--- config.mk ---
export PLATFORM = sky130hd
export DESIGN_NAME = sdr_refresh_sched
export DESIGN_NICKNAME = d
export VERILOG_FILES = /design/src/rtl/sdr_rfsh_pkg.sv /design/src/rtl/rfsh_interval_timer.sv /design/src/rtl/rfsh_backlog.sv /design/src/rtl/rfsh_seq_fsm.sv /design/src/rtl/sdr_refresh_sched.sv
export SDC_FILE = /design/constraint.sdc
export NUM_CORES = 1
export LEC_CHECK = 0
export ABC_AREA = 1
export BUFFER_PORTS_ARGS = -buffer_cell sky130_fd_sc_hd__buf_2
export CORE_ASPECT_RATIO = 1.1
export CORE_MARGIN = 4
export CORE_UTILIZATION = 53
export DETAILED_ROUTE_END_ITERATION = 16
export PLACE_DENSITY_LB_ADDON = 0.3
export SYNTH_ARGS = -nofsm -noshare
export SYNTH_HDL_FRONTEND = slang
export SYNTH_SLANG_ARGS = --single-unit
--- constraint.sdc ---
create_clock -name clk -period 3.4 [get_ports clk]
set_clock_uncertainty 0.2 [all_clocks]
set_input_delay 0.34 -clock clk [delete_from_list [all_inputs] [get_ports clk]]
set_output_delay 0.34 -clock clk [all_outputs]
set_load 0.005 [all_outputs]
--- src/rtl/sdr_rfsh_pkg.sv ---
// Package: shared command and state encodings for the refresh scheduler.
// Assumes: a 3-bit command code that the arbiter decodes to pin levels.
package sdr_rfsh_pkg;

    typedef enum logic [2:0] {
        CMD_NOP  = 3'd0,
        CMD_PALL = 3'd1,
        CMD_REF  = 3'd2,
        CMD_SELF = 3'd3,
        CMD_SRX  = 3'd4
    } rf_cmd_e;

    typedef enum logic [3:0] {
        S_IDLE,
        S_REQ,
        S_PRE,
        S_TRP,
        S_REF,
        S_SEN,
        S_SLF,
        S_SEX,
        S_TRC
    } rf_state_e;

    // Cycles per refresh slot: 15.6 us at the given MHz, rounded down.
    function automatic int unsigned slot_cycles(input int unsigned mhz);
        return (mhz * 156) / 10;
    endfunction

endpackage

--- src/rtl/rfsh_interval_timer.sv ---
// Module: down-counter that marks the end of each refresh slot.
// Assumes: RELOAD >= 1; pause_i reloads the counter and suppresses ticks.
module rfsh_interval_timer #(
    parameter int unsigned RELOAD = 2074
) (
    input  logic clk,
    input  logic rst_n,
    input  logic pause_i,
    output logic tick_o
);
    localparam int unsigned CW = (RELOAD > 1) ? $clog2(RELOAD) : 1;
    localparam logic [CW-1:0] LOAD = CW'(RELOAD - 1);

    logic [CW-1:0] cnt_q;

    // Count down each cycle; reload on expiry or while paused.
    always_ff @(posedge clk) begin
        if (!rst_n) begin
            cnt_q <= LOAD;
        end else if (pause_i || cnt_q == '0) begin
            cnt_q <= LOAD;
        end else begin
            cnt_q <= cnt_q - 1'b1;
        end
    end

    // Expiry strobe, one cycle per slot.
    always_comb begin
        tick_o = !pause_i && (cnt_q == '0);
    end

endmodule

--- src/rtl/rfsh_backlog.sv ---
// Module: saturating count of refreshes owed.
// Assumes: dec_i is raised only when the count is non-zero; clr_i wins.
module rfsh_backlog #(
    parameter int unsigned PEND_MAX = 8,
    parameter int unsigned PEND_W   = $clog2(PEND_MAX + 1)
) (
    input  logic              clk,
    input  logic              rst_n,
    input  logic              inc_i,
    input  logic              dec_i,
    input  logic              clr_i,
    output logic [PEND_W-1:0] count_o,
    output logic              full_o
);
    localparam logic [PEND_W-1:0] MAXV = PEND_W'(PEND_MAX);

    logic [PEND_W-1:0] cnt_q;

    // Add on slot expiry, subtract on refresh; both at once leave it unchanged.
    always_ff @(posedge clk) begin
        if (!rst_n || clr_i) begin
            cnt_q <= '0;
        end else if (inc_i && !dec_i && cnt_q != MAXV) begin
            cnt_q <= cnt_q + 1'b1;
        end else if (dec_i && !inc_i && cnt_q != '0) begin
            cnt_q <= cnt_q - 1'b1;
        end
    end

    // Present the count and its limit flag.
    always_comb begin
        count_o = cnt_q;
        full_o  = (cnt_q == MAXV);
    end

endmodule

--- src/rtl/rfsh_seq_fsm.sv ---
// Module: sequencer for bus request, precharge-all, refresh and self-refresh.
// Assumes: grant_i is held for as long as req_o is high; T_RP and T_RC >= 2.
module rfsh_seq_fsm
    import sdr_rfsh_pkg::*;
#(
    parameter int unsigned T_RP = 3,
    parameter int unsigned T_RC = 9
) (
    input  logic       clk,
    input  logic       rst_n,
    input  logic       bank_any_i,
    input  logic       rd_idle_i,
    input  logic       self_req_i,
    input  logic       grant_i,
    input  logic       pend_nz_i,
    output logic       req_o,
    output rf_cmd_e    cmd_o,
    output logic       done_o,
    output logic       ref_o,
    output logic       clr_o,
    output logic       pause_o,
    output logic       self_o
);
    localparam int unsigned TMAX = (T_RP > T_RC) ? T_RP : T_RC;
    localparam int unsigned WW   = $clog2(TMAX + 1);
    localparam logic [WW-1:0] RP_LOAD = WW'(T_RP - 1);
    localparam logic [WW-1:0] RC_LOAD = WW'(T_RC - 1);
    localparam logic [WW-1:0] W_ONE   = WW'(1);

    rf_state_e     state_q, state_n;
    logic [WW-1:0] wcnt_q, wcnt_n;
    logic          op_self_q, op_self_n;

    // State, wait counter and the chosen operation.
    always_ff @(posedge clk) begin
        if (!rst_n) begin
            state_q   <= S_IDLE;
            wcnt_q    <= '0;
            op_self_q <= 1'b0;
        end else begin
            state_q   <= state_n;
            wcnt_q    <= wcnt_n;
            op_self_q <= op_self_n;
        end
    end

    // Next state: decide, request, close banks, wait, issue, wait again.
    always_comb begin
        state_n   = state_q;
        wcnt_n    = wcnt_q;
        op_self_n = op_self_q;
        case (state_q)
            S_IDLE: begin
                if (self_req_i && rd_idle_i) begin
                    state_n   = S_REQ;
                    op_self_n = 1'b1;
                end else if (pend_nz_i) begin
                    state_n   = S_REQ;
                    op_self_n = 1'b0;
                end
            end
            S_REQ: begin
                if (grant_i) begin
                    if (bank_any_i)     state_n = S_PRE;
                    else if (op_self_q) state_n = S_SEN;
                    else                state_n = S_REF;
                end
            end
            S_PRE: begin
                state_n = S_TRP;
                wcnt_n  = RP_LOAD;
            end
            S_TRP: begin
                if (wcnt_q == W_ONE) state_n = op_self_q ? S_SEN : S_REF;
                else                 wcnt_n  = wcnt_q - 1'b1;
            end
            S_REF, S_SEX: begin
                state_n = S_TRC;
                wcnt_n  = RC_LOAD;
            end
            S_SEN:   state_n = S_SLF;
            S_SLF:   if (!self_req_i) state_n = S_SEX;
            S_TRC: begin
                if (wcnt_q == W_ONE) state_n = S_IDLE;
                else                 wcnt_n  = wcnt_q - 1'b1;
            end
            default: state_n = S_IDLE;
        endcase
    end

    // Command and strobes decoded from the current state.
    always_comb begin
        case (state_q)
            S_PRE:   cmd_o = CMD_PALL;
            S_REF:   cmd_o = CMD_REF;
            S_SEN:   cmd_o = CMD_SELF;
            S_SEX:   cmd_o = CMD_SRX;
            default: cmd_o = CMD_NOP;
        endcase
        req_o   = (state_q != S_IDLE);
        done_o  = (state_q == S_TRC) && (wcnt_q == W_ONE);
        ref_o   = (state_q == S_REF);
        clr_o   = (state_q == S_SEN);
        pause_o = (state_q == S_SEN) || (state_q == S_SLF);
        self_o  = (state_q == S_SLF);
    end

endmodule

--- src/rtl/sdr_refresh_sched.sv ---
// Module: top of the SDRAM refresh scheduler; joins timer, backlog and sequencer.
// Assumes: the arbiter tracks open banks, honours urgent_o and holds grant_i
// until done_o.
module sdr_refresh_sched
    import sdr_rfsh_pkg::*;
#(
    parameter int unsigned CLK_MHZ   = 133,
    parameter int unsigned NUM_BANKS = 4,
    parameter int unsigned PEND_MAX  = 8,
    parameter int unsigned T_RP      = 3,
    parameter int unsigned T_RC      = 9,
    parameter int unsigned PEND_W    = $clog2(PEND_MAX + 1)
) (
    input  logic                 clk,
    input  logic                 rst_n,
    input  logic [NUM_BANKS-1:0] bank_open_i,
    input  logic                 rd_idle_i,
    input  logic                 self_req_i,
    input  logic                 grant_i,
    output logic                 req_o,
    output logic                 urgent_o,
    output logic [2:0]           cmd_o,
    output logic                 done_o,
    output logic                 self_o,
    output logic [PEND_W-1:0]    pending_o
);
    localparam int unsigned SLOT = slot_cycles(CLK_MHZ);

    logic    tick, ref_iss, clr, pause, bank_any;
    rf_cmd_e cmd;

    // Any open bank forces a precharge-all before the refresh.
    always_comb begin
        bank_any = |bank_open_i;
        cmd_o    = cmd;
    end

    rfsh_interval_timer #(.RELOAD(SLOT)) timer_i (
        .clk     (clk),
        .rst_n   (rst_n),
        .pause_i (pause),
        .tick_o  (tick)
    );

    rfsh_backlog #(.PEND_MAX(PEND_MAX), .PEND_W(PEND_W)) backlog_i (
        .clk     (clk),
        .rst_n   (rst_n),
        .inc_i   (tick),
        .dec_i   (ref_iss),
        .clr_i   (clr),
        .count_o (pending_o),
        .full_o  (urgent_o)
    );

    rfsh_seq_fsm #(.T_RP(T_RP), .T_RC(T_RC)) seq_i (
        .clk        (clk),
        .rst_n      (rst_n),
        .bank_any_i (bank_any),
        .rd_idle_i  (rd_idle_i),
        .self_req_i (self_req_i),
        .grant_i    (grant_i),
        .pend_nz_i  (pending_o != '0),
        .req_o      (req_o),
        .cmd_o      (cmd),
        .done_o     (done_o),
        .ref_o      (ref_iss),
        .clr_o      (clr),
        .pause_o    (pause),
        .self_o     (self_o)
    );

endmodule

### Word-level counts from Yosys, hierarchy flattened

Index checks and enable logic that the tools add are counted.

| storage, ports and cells | value |
|---|---|
| word-level logic and storage cells | 71 |
| bits in registers | 25 |
| input bits | 9 |

| cells by class | value |
|---|---|
| bitwise gates (word level) | 1 |
| eq/ne operators | 17 |
| add/sub/neg operators | 4 |
| muxes and demuxes | 16 |
| reductions and logical operators | 28 |

Operators by type and width:

| operator | number |
|---|---|
| two-way mux 4 bit | 10 |
| case mux 4 bit (8 select lines) | 1 |
| == test 4 x 3 -> 1 bit, second input constant | 4 |
| logical NOT 12 bit | 1 |
| case mux 3 bit (4 select lines) | 1 |
| case mux 4 bit (3 select lines) | 1 |
| subtractor 12 x 1 -> 12 bit, second input constant | 1 |
| == test 4 x 1 -> 1 bit, second input constant | 2 |
| == test 4 x 2 -> 1 bit, second input constant | 2 |
| == test 4 bit, second input constant | 2 |
| nonzero test 4 bit | 2 |
| subtractor 4 x 1 -> 4 bit, second input constant | 2 |
| logical AND 1 bit | 7 |
| != test 2 bit, second input constant | 3 |
| OR reduction 2 bit | 3 |
| AND reduction 5 bit | 1 |
| adder 4 x 1 -> 4 bit, second input constant | 1 |
| logical NOT 1 bit | 4 |
| logical NOT 4 bit | 1 |
| != test 2 x 1 -> 1 bit, second input constant | 2 |
| != test 4 bit, second input constant | 1 |
| AND reduction 2 bit | 2 |
| nonzero test 2 bit | 2 |
| OR reduction 4 bit | 1 |
| other kinds (5) | 9 |

### Logic depth before layout (Yosys ltp)

Gate-level depths: netlist of run 1.

| depth | value |
|---|---|
| word-level depth | 9 |
| mapped depth | 15 |
| gate-level depth less buffers | 15 |

### Hierarchy

A second synthesis of run 1 with hierarchy kept.

| second synthesis, totals | value |
|---|---|
| cells, all modules | 257 |
| area total of the unflattened synthesis | 1681.6 sq um |

Modules (own cells, without submodules):

| module | seq. area each (sq um) | cells each | area an instance (sq um) | times used |
|---|---|---|---|---|
| rfsh_interval_timer | 240.2 | 97 | 675.6 | 1 |
| rfsh_seq_fsm | 180.2 | 107 | 644.4 | 1 |
| rfsh_backlog | 80.1 | 47 | 339.1 | 1 |
| sdr_refresh_sched | 0.0 | 6 | 22.5 | 1 |

### Least setup slack after synthesis of run 1

No wires, ideal clock.

| path | value |
|---|---|
| kind | flip-flop to flip-flop |
| start point | register timer_i.cnt_q[0] |
| end point | register backlog_i.cnt_q[3], in the netlist backlog_i.count_o[3] |
| period minus slack after synthesis | 2.150 ns |
| stages on the path, launching flop included | 14 |
| arrival time | 1.840 ns |
| data required time | 3.090 ns |
| setup slack | 1.250 ns |
| setup time | 0.110 ns |
| cells stage by stage | dfxtp_1 -> inv_1 -> ha_1 -> nand3_1 -> nor3_1 -> nand3_1 -> ha_1 -> a21o_1 -> nor2_1 -> nand4_1 -> nand3_2 -> nand2_1 -> inv_1 -> nor2_1 |

| between the ends | value |
|---|---|
| longest elaborated chain between the ends | 6 |
| elaborated cells on any way between the ends | 9 |

RTL lines:

| element | RTL line | text |
|---|---|---|
| from (decl) | rfsh_interval_timer.sv:14 | `logic [CW-1:0] cnt_q;` |
| from (signal assigned) | rfsh_interval_timer.sv:23 | `cnt_q <= cnt_q - 1'b1;` |
| logical NOT 12 bit * | rfsh_interval_timer.sv:29 | `tick_o = !pause_i && (cnt_q == '0);` |
| logical AND 1 bit * | rfsh_interval_timer.sv:29 |  |
| logical NOT 1 bit | rfsh_backlog.sv:25 | `end else if (dec_i && !inc_i && cnt_q != '0) begin` |
| logical AND 1 bit (2 in series) | rfsh_backlog.sv:25 |  |
| nonzero test 2 bit (no source line) | - |  |
| to (signal assigned) | rfsh_backlog.sv:24 | `cnt_q <= cnt_q + 1'b1;` |
| to (signal assigned) | rfsh_backlog.sv:26 | `cnt_q <= cnt_q - 1'b1;` |
| to (decl) | rfsh_backlog.sv:17 | `logic [PEND_W-1:0] cnt_q;` |

Mark *: on every way between the ends. The rest lies on a longest branch, timed or not.
A chain may end at the register's enable or synchronous reset.

### Worst setup path in the final report of run 1

Same ends and word-level chain as after synthesis.

==> flow_metrics.tcl, run 1 <==
set metrics [dict create \
    min_period_ns 2.33 \
    endpoint_kind "register" \
    cap_violations 0 \
    place_hpwl_um 2320 \
    routed_wl_um 2870 \
    postCtsSetupBuffers 0 \
    initial_core_util_pct 55.0 \
    pin_count 20 \
    leakage_nw 0.792 \
    die_h_um 64.1 \
    drv_slew 0 \
    design.core.area_um2 2750 \
    drc 0 \
    portBuffers 19 \
    ys_seq_area_share_pct 33.1 \
    hold_class "in -> reg" \
    cp-start-kind "register" \
    fmax_mhz 429 \
    cts_resized 0 \
    root_buffer "clkbuf_4" \
    synthFlopType "dfxtp_1" \
    critPathArrivalTime_ns 2.36 \
    htree_levels 1 \
    slew-limit-headroom_pct 80.0 \
    cts_hold_buf 0 \
    setup_viol 0 \
    syn_inst 222 \
    antenna_found_initial 0 \
    synth_area_um2 1510 \
    vias 1375 \
    yosysUniqueCellTypes 29 \
    async_flop_share_pct 0 \
    slowest_stage "ha_1" \
    antenna_cells 0 \
    cp_num_buf_inv 2 \
    yosysMostFrequentCell "nand2_1" \
    grt_overflow 0 \
    crit_chain "inv_1, ha_1, nand3_1, nor3_1, nand3_1, ha_1, a21o_1, nor2_1, nand4_1, nand3_2, nand2_1, inv_1, nor2_1" \
    dieWidth_um 59.0 \
    drt_iter0_markers 41 \
    grt_pass1_wl_um 5260 \
    yosysTopAreaCellShare_pct 33.1 \
    finalCritPeriodShare_pct 68.6 \
    cts_tree "built" \
    die_area_um2 3780 \
    gp_congestion 0.952 \
    cp.required_ns 3.43 \
    clock_latency_ns 0.31 \
    rsz0062_at_grt "false" \
    power.total_w 0.000716 \
    wire_per_inst_um 10.3 \
    ir_drop_uv 431 \
    ant_nets 0 \
    firstDrtPassIters 6 \
    syn_to_final_growth_pct 10.7 \
    synth-seq-cells 25 \
    grt_pass1_vias 1299 \
    slowest_delay_ns 0.36 \
    tns_ns 0 \
    grt_usage_pct 17.1 \
    yosys_warnings 0 \
    cts_buffer_depth 2 \
    status "completed" \
    cts_buffers 3 \
    rows 20 \
    crit_type "reg -> reg" \
    setup_slack_ns 1.07 \
    grt_max_degree 14 \
    finalHoldViolCount 0 \
    crit_family "simple AND/OR/NAND/NOR gates" \
    cts.sinks 25 \
    synth_common_cells "nand2_1 (42), nor2_1 (36), inv_1 (33), dfxtp_1 (25), a21oi_1 (17)" \
    yosysTopAreaCell "dfxtp_1" \
    cts.clk_slew.worst_paths_ns 0.13 \
    pre_cts_slack_ns 1.05 \
    worst_slew_pin_slew_ns 0.298 \
    layout-drive-gt1-share_pct 17.1 \
    p_per_area_nw_per_um2 427 \
    synth-edff-count 0 \
    yosys-top-cells-area "dfxtp_1 (33%), nand2_1 (10%), nor2_1 (8.9%)" \
    postSynthAreaPerCell_um2 6.82 \
    cp_max_fo 3 \
    nNetsFinal 262 \
    via_per_inst 4.95 \
    syn-num-nets 238 \
]
## cells by family (layout without fill, tap and decap cells)
family | Yosys count | count (layout) | share of synthesized area [%]
xor gates and xnor gates | 7 | 7 | 4.05
buffers and inverters | 36 | 59 | 8.93
AOI/OAI and AO/OA | 29 | 29 | 10.2
adders and majority gates | 7 | 7 | 6.28
DFF | 25 | 25 | 33.1
and+or+nand+nor | 118 | 118 | 37.4
## where the power goes
group	switching [W]	internal [W]	total [W]	leakage, nW
combinational	0.000149	0.0000866	0.000235	0.574
sequential	0.0000268	0.000325	0.000351	0.203
clock	0.0000834	0.0000457	0.000129	0.0150
## metrics by stage
step	cells	util, %	hold slack [ns]	area (µm²)
after floorplan	222	-	0.165	1510
after global placement	274	60.0	0.172	1650
after detailed placement	274	60.0	0.191	1650
after CTS	278	60.9	0.0683	1680
after global routing	278	60.9	0.0900	1680
final	278	60.9	0.0844	1680
## worst register-to-register path, delay by kind of cell, from the launching register on
family / cells / cell delay (ns)
AND/OR/NAND/NOR: 8 / 0.89
adder cells (fa/ha/maj): 2 / 0.53
flip-flops: 1 / 0.34
AO/OA/AOI/OAI: 1 / 0.17
buffers and inverters: 2 / 0.13
## metal layers
metal / track usage (%) / routed length (µm) / up-vias
li1: - / - / 747
met1: 23.1 / 1430 / 606
met2: 28.3 / 1340 / 20
met3: 1.82 / 79 / 2
met4: 5.10 / 21 / 0
met5: 0 / 0 / -
## layout by cell type, fill, tap and decap left out, types with 4 or more instances in the layout
master   netlist  layout
a21oi_1       17      17
buf_2          0      19
dfxtp_1       25      25
ha_1           6       6
inv_1         33      33
nand2_1       42      42
nand3_1       15      15
nand4_1        4       4
nor2_1        36      36
nor2_2         4       4
o21ai_0        7       7
xor2_1         4       4
## registers in the layout, summed over array words and instances (netlist names)
name / count
backlog_i.count_o: 4
seq_i.op_self_q: 1
seq_i.state_q: 4
seq_i.wcnt_q: 4
timer_i.cnt_q: 12
## area by class of cell
class | instances | area (µm²)
multi-input combinational | 161 | 878
sequential | 25 | 500
timing repair buffer | 19 | 95.1
fill | 273 | 1080
inverter | 36 | 135
tap | 33 | 41.3
clock buffer | 4 | 26.3
## final timing paths
path | start | to | slack, ns | depth (start not counted)
worst max-delay path | timer_i.cnt_q[0]$_SDFF_PP1_ | backlog_i.count_o[3]$_SDFFE_PP0P_ | 1.07 | 13
worst min-delay path | rst_n | seq_i.wcnt_q[0]$_SDFFE_PN0P_ | 0.08 | 3
worst max register to register | timer_i.cnt_q[0]$_SDFF_PP1_ | backlog_i.count_o[3]$_SDFFE_PP0P_ | 1.07 | 13
worst min register to register | timer_i.cnt_q[0]$_SDFF_PP1_ | timer_i.cnt_q[0]$_SDFF_PP1_ | 0.21 | 1
No activity file was read; power rests on OpenSTA's default activity.
==> run 2: changes to the inputs <==
- ABC_AREA: 1 -> 0
- clock period: 3.4 -> 2.4 ns (I/O delays scaled with it)
==> run 2 against run 1 <==
Combinational power grew 50%; setup slack lost 0.95 ns; via count grew 4.7%; wire length grew 24%; critical endpoint unchanged.
==> flow_metrics.tcl, run 2 <==
set metrics [dict create \
    status "completed" \
    yosys_warnings 0 \
    cts_buffers 3 \
    reg2reg_depth 9 \
    cts.clk_slew.worst_paths_ns 0.15 \
    layout_commonest_cell "dfxtp_1" \
    crit_family "simple AND/OR/NAND/NOR gates" \
    hold-path-endpoint "seq_i.wcnt_q[0]$_SDFFE_PN0P_" \
    postSynthAreaPerCell_um2 8.42 \
    layout_common_cells "dfxtp_1 (22), nor2_1 (21), buf_2 (19)" \
    yosysTopAreaCell "dfxtp_1" \
    cp-start-kind "register" \
    worst_slew_pin_slew_ns 0.718 \
    async_flop_share_pct 0 \
    top_register "timer_i.cnt_q" \
    syn_inst 186 \
    htree_levels 1 \
    cp_max_fo 3 \
    synthFlopType "dfxtp_1" \
    setup_viol 0 \
    reg2reg_to "backlog_i.count_o[3]$_SDFFE_PP0P_" \
    critPathArrivalTime_ns 2.34 \
    via_per_inst 5.83 \
    cap_violations 0 \
    p_per_area_nw_per_um2 571 \
    root_buffer "clkbuf_4" \
    largest_reg_flops 12 \
    hold_class "in -> reg" \
    yosysTopAreaCellShare_pct 31.9 \
    grt_overflow 0 \
    grtUsageMet2_pct 31.9 \
    r2r-start "timer_i.cnt_q[9]$_SDFF_PP0_" \
    place_hpwl_um 2530 \
    power.total_w 0.00103 \
    crit_chain "nor4_4, and4_4, nand2_2, ha_1, a21o_1, a21oi_2, nand3b_1, a21o_1, a21oi_2" \
    drc 0 \
    grt_pass1_vias 1313 \
    ir_drop_uv 443 \
    drt_iter0_markers 75 \
    synth_common_cells "dfxtp_1 (25), nor2_1 (21), nand2_1 (14), a21oi_1 (13), o21ai_0 (12)" \
    final_util_pct 64.2 \
    syn_to_final_growth_pct 14.8 \
    layout-drive-gt1-share_pct 25.2 \
    leakage_nw 0.776 \
    ant_nets 0 \
    min_period_ns 2.28 \
    busiest_layer "met2" \
    die_h_um 65.0 \
    finalHoldViolCount 0 \
    cp_num_buf_inv 0 \
    slowest_delay_ns 0.39 \
    design.core.area_um2 2800 \
    yosysUniqueCellTypes 46 \
    cts_buffer_depth 2 \
    gp_congestion 0.852 \
    cts_tree "built" \
    grtUsageMet1_pct 23.6 \
    finalCritPeriodShare_pct 94.9 \
    initial_core_util_pct 55.9 \
    firstDrtPassIters 4 \
    portBuffers 19 \
    hold_path.startpoint "rst_n" \
    r2r_slack_ns 0.12 \
    dieWidth_um 59.8 \
    cts.sinks 25 \
    pin_count 20 \
    syn-num-nets 202 \
    grt_pass1_wl_um 5760 \
    yosysMostFrequentCell "dfxtp_1" \
    slew-limit-headroom_pct 51.6 \
    clock_latency_ns 0.32 \
    nNetsFinal 231 \
    synth-edff-count 0 \
    wire_per_inst_um 14.4 \
    cp.required_ns 2.46 \
    die_area_um2 3890 \
    rows 20 \
    cp.depth 9 \
    synth_area_um2 1570 \
    slowest_stage "dfxtp_4" \
    ys_seq_area_share_pct 31.9 \
    grt_max_degree 20 \
    vias 1439 \
    yosys-top-cells-area "dfxtp_1 (32%), nor2_1 (5.0%), ha_1 (4.8%)" \
    grt_usage_pct 18.7 \
    routed_wl_um 3550 \
    endpoint_kind "register" \
    hold_depth 2 \
    grt_use_met3_pct 1.79 \
    antenna_cells 0 \
    drv_slew 0 \
    crit_type "reg -> reg" \
    antenna_found_initial 0 \
    synth-seq-cells 25 \
    fmax_mhz 439 \
]
run 2: cell types whose count changed in the layout (fill, tap and decap cells not counted), moves of 5 or more:
cell / delta
nand2_1: -29
a21oi_1: -7
nor2_1: -15
inv_1: -25
buf_4: +13
o21ai_0: +5
nand3_1: -5
run 2: area by class of cell:
type                            count  area, µm²
Fill cell                         239       1000
Tap cell                           33       41.3
Clock buffer                        4       26.3
Sequential cell                    25        507
Timing Repair Buffer               34        213
Multi-Input combinational cell    143        981
Inverter                            8       30.0
run 2: per-stage QoR:
| stage | setup WS, ns | instances | setup TNS (ns) | area (µm²) | hold slack [ns] |
|---|---|---|---|---|---|
| 6_report | 0.122 | 247 | 0 | 1800 | 0.0147 |
| 5_1_grt | -0.0166 | 247 | -0.0166 | 1800 | 0.0226 |
| 4_1_cts | 0.0294 | 245 | 0 | 1740 | 0.0141 |
| 3_5_place_dp | -0.0803 | 238 | -0.0803 | 1670 | 0.203 |
| 3_3_place_gp | 0.0380 | 238 | 0 | 1670 | 0.200 |
| 2_1_floorplan | 0.0574 | 186 | 0 | 1570 | 0.170 |
run 2: per-layer routing:
metal / wire length (µm) / vias to the layer above
met5: 0 / -
met4: 48 / 0
met3: 169 / 4
met2: 1850 / 47
met1: 1480 / 681
li1: - / 707
run 2: what timing repair did:
action / in CTS / in global routing
cloned: 0 / 0
gates resized for setup: 4 / 10
pin swaps: 1 / 8
setup buffers: 1 / 2
hold endpoints to repair: 2 / 0
hold buffers: 2 / 0
endpoints found under the setup margin: 1 / 1
run 2: cells by family after synthesis:
group	synth area share, %
AO/OA/AOI/OAI	14.1
flip-flops	31.9
AND/OR/NAND/NOR	29.7
adder cells (fa/ha/maj)	6.07
multiplexers	2.80
XOR/XNOR	6.71
buffers and inverters	8.63
run 2: worst max path at each step:
| stage | start | endpoint | slack, ns |
|---|---|---|---|
| final | timer_i.cnt_q[9]$_SDFF_PP0_ | backlog_i.count_o[3]$_SDFFE_PP0P_ | 0.12 |
| after global routing | timer_i.cnt_q[9]$_SDFF_PP0_ | backlog_i.count_o[3]$_SDFFE_PP0P_ | -0.02 |
| after CTS | backlog_i.count_o[1]$_SDFFE_PP0P_ | backlog_i.count_o[3]$_SDFFE_PP0P_ | 0.03 |
| after detailed placement | timer_i.cnt_q[6]$_SDFF_PP0_ | backlog_i.count_o[3]$_SDFFE_PP0P_ | -0.08 |
| after global placement | timer_i.cnt_q[6]$_SDFF_PP0_ | backlog_i.count_o[3]$_SDFFE_PP0P_ | 0.04 |
| after floorplan | timer_i.cnt_q[2]$_SDFF_PP0_ | backlog_i.count_o[3]$_SDFFE_PP0P_ | 0.06 |
run 2: where the power goes:
part / internal, W / switching, W
sequential: 0.000450 / 0.0000287
clock: 0.0000651 / 0.000132
combinational: 0.000148 / 0.000204
==> run 3: changes to the inputs <==
- RECOVER_POWER: not set -> 100
==> run 3 against run 2 <==
Core utilization fell by 1.2 points; first-iteration DRC count fell by 8.0%; cell count did not move; sequential cell count did not move; critical endpoint unchanged.
==> flow_metrics.tcl, run 3 (synthesis gave the netlist of run 2 again) <==
set metrics [dict create \
    status "completed" \
    cts_buffer_depth 2 \
    grt_usage_pct 18.7 \
    p_clk_share_pct 19.6 \
    grt_overflow 0 \
    rows 20 \
    reg2reg_depth 9 \
    nNetsFinal 231 \
    clock_latency_ns 0.33 \
    largest_reg_flops 12 \
    dp_cells 238 \
    leakage_nw 0.740 \
    r2r-start "timer_i.cnt_q[4]$_SDFF_PP1_" \
    p_int_w 0.000657 \
    design.core.area_um2 2800 \
    r2r_slack_ns 0.13 \
    portBuffers 19 \
    routed_wl_um 3540 \
    via_per_inst 5.88 \
    syn_to_final_growth_pct 12.6 \
    drt_iter0_markers 69 \
    critPathArrivalTime_ns 2.34 \
    top_register "timer_i.cnt_q" \
    initial_core_util_pct 55.9 \
    power.total_w 0.00102 \
    layout_common_cells "dfxtp_1 (23), nor2_1 (21), buf_2 (16)" \
    finalNonFillerCells 247 \
    cap_violations 0 \
    die_area_um2 3890 \
    cp.required_ns 2.47 \
    antenna_found_initial 0 \
    gp_congestion 0.852 \
    fill_cells 246 \
    ir_drop_uv 434 \
    design_area_um2 1760 \
    grt_pass1_vias 1313 \
    cp-start-kind "register" \
    final_util_pct 62.9 \
    setup_slack_ns 0.128 \
    cts_buffers 3 \
    p_switching_w 0.000362 \
    dieWidth_um 59.8 \
    crit_type "reg -> reg" \
    swShare_pct 35.5 \
    crit_end "backlog_i.count_o[3]$_SDFFE_PP0P_" \
    hold_class "in -> reg" \
    pin_count 20 \
    antenna_cells 0 \
    finalHoldViolCount 0 \
    wire_per_inst_um 14.3 \
    cts.sinks 25 \
    finalCritPeriodShare_pct 94.7 \
    grt_max_degree 20 \
    p_per_area_nw_per_um2 578 \
    drc 0 \
    htree_levels 1 \
    p_seq_share_pct 47.0 \
    pwr-share-comb_pct 33.4 \
    min_period_ns 2.27 \
    slew-limit-headroom_pct 52.2 \
    die_h_um 65.0 \
    cp_max_fo 3 \
    reg2reg_to "backlog_i.count_o[3]$_SDFFE_PP0P_" \
    firstDrtPassIters 4 \
    cts_tree "built" \
    worst_slew_pin_slew_ns 0.709 \
    root_buffer "clkbuf_4" \
    layout_commonest_cell "dfxtp_1" \
    cts.clk_slew.worst_paths_ns 0.15 \
    layout-drive-gt1-share_pct 20.6 \
    place_hpwl_um 2530 \
    pre_cts_slack_ns -0.0803 \
    fmax_mhz 440 \
    drv_slew 0 \
    endpoint_kind "register" \
    ant_nets 0 \
    placedInstanceArea_um2 1670 \
    setup_viol 0 \
    vias 1453 \
    grt_pass1_wl_um 5760 \
    crit_start "timer_i.cnt_q[4]$_SDFF_PP1_" \
]
[run 3: critical path, stage by stage (launching register included)]
cell and delay [ns]:
dfxtp_2 0.38, nor4_4 0.28, and4_4 0.26, nand2_2 0.05, ha_1 0.29, a21o_1 0.17, a21oi_2 0.13, nand3b_1 0.11
a21o_1 0.21, a21oi_2 0.10
[run 3: final cells by class]
class / instances / area (µm²) / area share (%)
Inverter: 8 / 30.0 / 1.70
Multi-Input combinational cell: 143 / 962 / 54.5
Timing Repair Buffer: 34 / 201 / 11.4
Clock buffer: 4 / 26.3 / 1.49
Tap cell: 33 / 41.3 / 2.34
Sequential cell: 25 / 503 / 28.5
[run 3: through the flow]
stage	hold WS, ns	setup TNS [ns]
floorplan	0.170	0
global placement	0.200	0
detailed placement	0.203	-0.0803
CTS	0.0141	0
global route	0.0230	-0.00656
finish	0.0112	0
[run 3: metal layers]
layer	up-vias	routed length (µm)	track usage (%)
li1	705	-	-
met1	709	1520	23.6
met2	35	1840	31.9
met3	4	131	1.79
met4	0	48	7.48
met5	-	0	0
[run 3: timing repair]
action	in CTS	in global routing
endpoints found under the hold margin	2	0
hold buffers	2	0
setup endpoints to repair	1	1
resized for setup	4	10
cloned	0	0
buffers inserted	1	2
pin swaps	1	8
[run 3: worst min path at each step]
stage / startpoint / endpoint / cells after the start
floorplan: self_req_i / seq_i.state_q[2]$_SDFFE_PN0P_ / 2
global placement: timer_i.cnt_q[0]$_SDFF_PP1_ / timer_i.cnt_q[0]$_SDFF_PP1_ / 1
detailed placement: timer_i.cnt_q[0]$_SDFF_PP1_ / timer_i.cnt_q[0]$_SDFF_PP1_ / 1
CTS: rst_n / seq_i.wcnt_q[0]$_SDFFE_PN0P_ / 2
global route: rst_n / seq_i.wcnt_q[0]$_SDFFE_PN0P_ / 2
finish: rst_n / seq_i.wcnt_q[0]$_SDFFE_PN0P_ / 2
[run 3: power by group through the flow]
| stage | sequential, W | clock, W | combinational, W |
|---|---|---|---|
| final | 0.000480 | 0.000199 | 0.000340 |
| after floorplan | 0.000483 | 0 | 0.000298 |
| after global routing | 0.000484 | 0.000226 | 0.000393 |
| after global placement | 0.000486 | 0 | 0.000322 |
| after detailed placement | 0.000488 | 0 | 0.000341 |
| after CTS | 0.000479 | 0.000197 | 0.000345 |
